--- config.mk ---
export PLATFORM = sky130hd
export DESIGN_NAME = sic_top
export DESIGN_NICKNAME = d
export VERILOG_FILES = /design/src/rtl/sic_pkg.sv /design/src/rtl/sic_regs.sv /design/src/rtl/sic_route.sv /design/src/rtl/sic_top.sv
export SDC_FILE = /design/constraint.sdc
export NUM_CORES = 1
export LEC_CHECK = 0
export CORE_UTILIZATION = 53
export DETAILED_ROUTE_END_ITERATION = 10
export HOLD_SLACK_MARGIN = 0.1
export PLACE_DENSITY = 0.95
export SYNTH_ARGS = -nofsm -noshare
export SYNTH_HDL_FRONTEND = slang
export SYNTH_HIERARCHICAL = 1
export SYNTH_SLANG_ARGS = --single-unit
--- constraint.sdc ---
create_clock -name clk -period 2.39 [get_ports clk]
set_input_delay 0.3585 -clock clk [delete_from_list [all_inputs] [get_ports clk]]
set_output_delay 0.3585 -clock clk [all_outputs]
set_load 0.03 [all_outputs]
--- src/rtl/sic_pkg.sv ---
package sic_pkg;
    localparam int ADDR_W = 3;

    typedef enum logic [ADDR_W-1:0] {
        REG_PEND  = 3'd0,
        REG_RAW   = 3'd1,
        REG_ENSET = 3'd2,
        REG_ENCLR = 3'd3,
        REG_ROUTE = 3'd4
    } reg_sel_e;
endpackage

--- src/rtl/sic_regs.sv ---
module sic_regs
    import sic_pkg::*;
#(
    parameter int N    = 32,
    parameter int CASC = 31
) (
    input  logic              clk,
    input  logic              rst,
    input  logic              bus_valid,
    input  logic              bus_write,
    input  logic [ADDR_W-1:0] bus_addr,
    input  logic [N-1:0]      bus_wdata,
    input  logic [N-1:0]      raw_in,
    input  logic [N-1:0]      pend_in,
    output logic [N-1:0]      rdata,
    output logic [N-1:0]      enable,
    output logic [N-1:0]      route
);
    localparam logic [N-1:0] ONE_HOT_CASC = {{(N-1){1'b0}}, 1'b1} << CASC;
    localparam logic [N-1:0] ROUTE_WMASK  = ~ONE_HOT_CASC;

    typedef struct packed {
        logic [N-1:0] enable;
        logic [N-1:0] route;
        logic [N-1:0] rdata;
    } regs_t;

    regs_t st_d, st_q;
    logic [N-1:0] rd_mux;

    always_comb begin
        case (reg_sel_e'(bus_addr))
            REG_PEND:  rd_mux = pend_in;
            REG_RAW:   rd_mux = raw_in;
            REG_ENSET: rd_mux = st_q.enable;
            REG_ENCLR: rd_mux = st_q.enable;
            REG_ROUTE: rd_mux = st_q.route;
            default:   rd_mux = '0;
        endcase
    end

    always_comb begin
        st_d = st_q;
        if (bus_valid && bus_write) begin
            case (reg_sel_e'(bus_addr))
                REG_ENSET: st_d.enable = st_q.enable | bus_wdata;
                REG_ENCLR: st_d.enable = st_q.enable & ~bus_wdata;
                REG_ROUTE: st_d.route  = bus_wdata & ROUTE_WMASK;
                default:   st_d = st_q;
            endcase
        end
        if (bus_valid && !bus_write) begin
            st_d.rdata = rd_mux;
        end
    end

    always_ff @(posedge clk) begin
        if (rst) begin
            st_q <= '0;
        end else begin
            st_q <= st_d;
        end
    end

    assign rdata  = st_q.rdata;
    assign enable = st_q.enable;
    assign route  = st_q.route;
endmodule

--- src/rtl/sic_route.sv ---
module sic_route #(
    parameter int N    = 32,
    parameter int CASC = 31
) (
    input  logic [N-1:0] raw_in,
    input  logic [N-1:0] enable,
    input  logic [N-1:0] route,
    output logic [N-1:0] pend,
    output logic [N-1:0] pri_out
);
    logic casc_req;

    assign pend     = raw_in & enable;
    assign casc_req = |(pend & ~route);

    for (genvar i = 0; i < N; i++) begin : g_slot
        if (i == CASC) begin : g_casc
            assign pri_out[i] = casc_req;
        end else begin : g_direct
            assign pri_out[i] = raw_in[i] & route[i];
        end
    end
endmodule

--- src/rtl/sic_top.sv ---
module sic_top
    import sic_pkg::*;
#(
    parameter int N    = 32,
    parameter int CASC = 31
) (
    input  logic              clk,
    input  logic              rst,
    input  logic              bus_valid,
    input  logic              bus_write,
    input  logic [ADDR_W-1:0] bus_addr,
    input  logic [N-1:0]      bus_wdata,
    output logic [N-1:0]      bus_rdata,
    input  logic [N-1:0]      src_lines,
    output logic [N-1:0]      pri_req
);
    logic [N-1:0] en_w;
    logic [N-1:0] rt_w;
    logic [N-1:0] pend_w;

    sic_regs #(.N(N), .CASC(CASC)) u_regs (
        .clk       (clk),
        .rst       (rst),
        .bus_valid (bus_valid),
        .bus_write (bus_write),
        .bus_addr  (bus_addr),
        .bus_wdata (bus_wdata),
        .raw_in    (src_lines),
        .pend_in   (pend_w),
        .rdata     (bus_rdata),
        .enable    (en_w),
        .route     (rt_w)
    );

    sic_route #(.N(N), .CASC(CASC)) u_route (
        .raw_in  (src_lines),
        .enable  (en_w),
        .route   (rt_w),
        .pend    (pend_w),
        .pri_out (pri_req)
    );
endmodule

==> run metrics <==
Final min period about 2.2 ns; final estimated routing congestion in global placement 0.898; post-synthesis sequential area ratio 0.370; count of TritonRoute iterations in the first routing pass 8; via count around 5700; setup slack of the most critical reg-to-reg path 1.20 ns; synthesized net count 700; drt via density ~6.6; # clock sinks 95; global-route wire length before repair 27.2 mm; type of the setup path with the least slack input port to output pin; cell depth of the worst min-delay path 2; Finished Core Util 0.724; HPWL after DPL 11.7 mm; pin count of the biggest net entering global routing 58; reg2reg end u_regs/rdata[14]; Layout Cells excl Fill 875; Yosys warning total 6; maximum clock frequency around 450 MHz; layout cell share with drive strength beyond 1 0.111; standby leakage power roughly 2.5 nW; count of flip-flops with a built-in enable after synthesis 0; critical path capture point type output pin; critical path startpoint category input port; Std-Cell Core Area 9330 um^2; cts bufs inserted 9; most common cell after layout, fill and taps aside sky130_fd_sc_hd__clkdlybuf4s50_1; post-detailed-route count of antenna-violating nets 0; CP required 2.03 ns; global-route usage over all layers 0.344; commonest cells after routing, fill and taps aside sky130_fd_sc_hd__clkdlybuf4s50_1, sky130_fd_sc_hd__dfxtp_1, sky130_fd_sc_hd__a21oi_1; clock tree skew after final layout 0.0102 ns; endpoints failing setup 0; setup tns final 0 ns; diode insertion count for antenna repair 0; register clock-pin slew on the reported worst setup and hold paths ~0.09 ns; Async SR Flop Fraction 0; source-to-sink clock delay at the later pin of the worst-skew pair between 0.3 and 0.4 ns; WL/cell ~20 um; Worst Hold Class input port to flip-flop; P&R area growth vs syn 31.4%; slew at the pin closest to its max-slew limit 0.940 ns; # Max-Cap Violations 0; effective utilization at floorplan 0.551; critical-path maximum fanout 3; number of global-route vias before repair around 5500; setup repair after global routing missed its margin no; initial antenna violation count 0; clk buf depth 2; hold_sp rst; post-detailed-route DRC marker count 0; clock tree from TritonCTS done; total power 0.00320 W; area of the mapped netlist 5140 um^2; total wirelength of the detailed-routed design 17.5 mm; cells after synthesis roughly 630; Avg Cell Area, Syn approximately 8.2 um^2; endpoints failing hold 0; number of placement rows 35; Root Buffer Master sky130_fd_sc_hd__clkbuf_8; cells on worst reg2reg path 5; Chip Height ~100 um; number of placed cells counting well taps 859; Port Buf Inserts 134; headroom to the max-slew limit 0.373; ports placed on the boundary between 100 and 150; number of distinct library cell variants in the gate-level netlist after synthesis 35; number of nets in the layout 812; outcome complete, no violations; Max H-tree Level 3; overflow left after global routing 0; main flop type after synthesis sky130_fd_sc_hd__dfxtp_1; arrival time reported for the critical path endpoint 1.84 ns; PwrDens around 470 nW/um^2; register bit count reported by yosys 95; Tcrit/Tclk final 0.920; number of slew-limit violations in the final report 0; width of the die 100 um; die area 10100 um^2; peak ir drop on the vdd network 0.000272 V; detailed router's first-iteration violation count 834
==> synth_stat cells (2+ instances only) <==
library cell                 n  area, um^2
sky130_fd_sc_hd__dfxtp_1    95        1900
sky130_fd_sc_hd__a21oi_1    93         465
sky130_fd_sc_hd__nand2_1    59         221
sky130_fd_sc_hd__clkbuf_1   34         128
sky130_fd_sc_hd__inv_1      33         124
sky130_fd_sc_hd__a311oi_1   32         280
sky130_fd_sc_hd__nand3b_1   32         240
sky130_fd_sc_hd__mux2_2     31         349
sky130_fd_sc_hd__nand3_1    31         155
sky130_fd_sc_hd__a21o_1     30         225
sky130_fd_sc_hd__a22oi_1    30         225
sky130_fd_sc_hd__and2_1     30         188
sky130_fd_sc_hd__o21ai_0    27         135
sky130_fd_sc_hd__buf_2      16        80.1
sky130_fd_sc_hd__o22ai_1    16         100
sky130_fd_sc_hd__buf_4       7        52.6
sky130_fd_sc_hd__o21ai_1     5        25.0
sky130_fd_sc_hd__buf_6       4        45.0
sky130_fd_sc_hd__nor4_1      4        25.0
sky130_fd_sc_hd__nand2_2     3        18.8
sky130_fd_sc_hd__mux2i_1     2        20.0
sky130_fd_sc_hd__nand4bb_1   2        22.5
==> per-stage QoR <==
step	area, um^2	hold slack [ns]	setup slack [ns]
final	6750	0.206	0.192
after CTS	6760	0.203	0.0476
after detailed placement	6570	0.496	-0.183
after global routing	6750	0.202	0.104
after floorplan	5140	0.468	1.00
after global placement	6570	0.476	-0.172
==> routing by layer <==
| layer | vias up | track usage | wire length (um) |
|---|---|---|---|
| li1 | 2509 | - | - |
| met1 | 2667 | 0.439 | 6560 |
| met2 | 480 | 0.546 | 8030 |
| met3 | 91 | 0.0673 | 2110 |
| met4 | 0 | 0.193 | 826 |
| met5 | - | 0 | 0 |
==> worst max-delay path by stage <==
stage,startpoint,to
after floorplan,src_lines[14],pri_req[31]
after global routing,src_lines[24],pri_req[31]
final,src_lines[24],pri_req[31]
after detailed placement,src_lines[24],pri_req[31]
after global placement,src_lines[24],pri_req[31]
after CTS,src_lines[24],pri_req[31]
==> report_power, final <==
| part | leakage [nW] | internal, W | switching (W) |
|---|---|---|---|
| Sequential | 0.767 | 0.00161 | 0.0000222 |
| Clock | 0.0936 | 0.000513 | 0.000556 |
| Combinational | 1.60 | 0.000220 | 0.000280 |
| Total | 2.46 | 0.00234 | 0.000859 |
==> kinds of logic after synthesis <==
logic type,count (synthesis),share of synthesized area
AOI/OAI and AO/OA,236,0.289
DFF,95,0.370
and+or+nand+nor,170,0.185
buffers and inverters,94,0.0835
other,1,0.000730
muxes,33,0.0718
==> what timing repair did <==
| item | 4_1_cts | 5_1_grt |
|---|---|---|
| resized for setup | 1 | 2 |
| hold buffers | 0 | 0 |
| setup endpoints to repair | 1 | 1 |
| buffers inserted | 0 | 0 |
==> critical path, cell delays in order <==
cell                              delay (ns)
sky130_fd_sc_hd__clkdlybuf4s50_1        0.46
sky130_fd_sc_hd__nand2_1                0.13
sky130_fd_sc_hd__o22ai_1                0.08
sky130_fd_sc_hd__nor4_1                 0.30
sky130_fd_sc_hd__buf_4                  0.17
sky130_fd_sc_hd__nand4_1                0.11
sky130_fd_sc_hd__clkbuf_2               0.22
==> cell type report <==
type	count	area, um^2
multi-input cells	440	2820
fillers	669	2580
flip-flops and latches	95	1900
repair buffers	162	1560
well taps	129	161
clock buffers	13	149
inverters	33	124
clock inverters	3	42.5
Power figures use the tool's default switching activity.
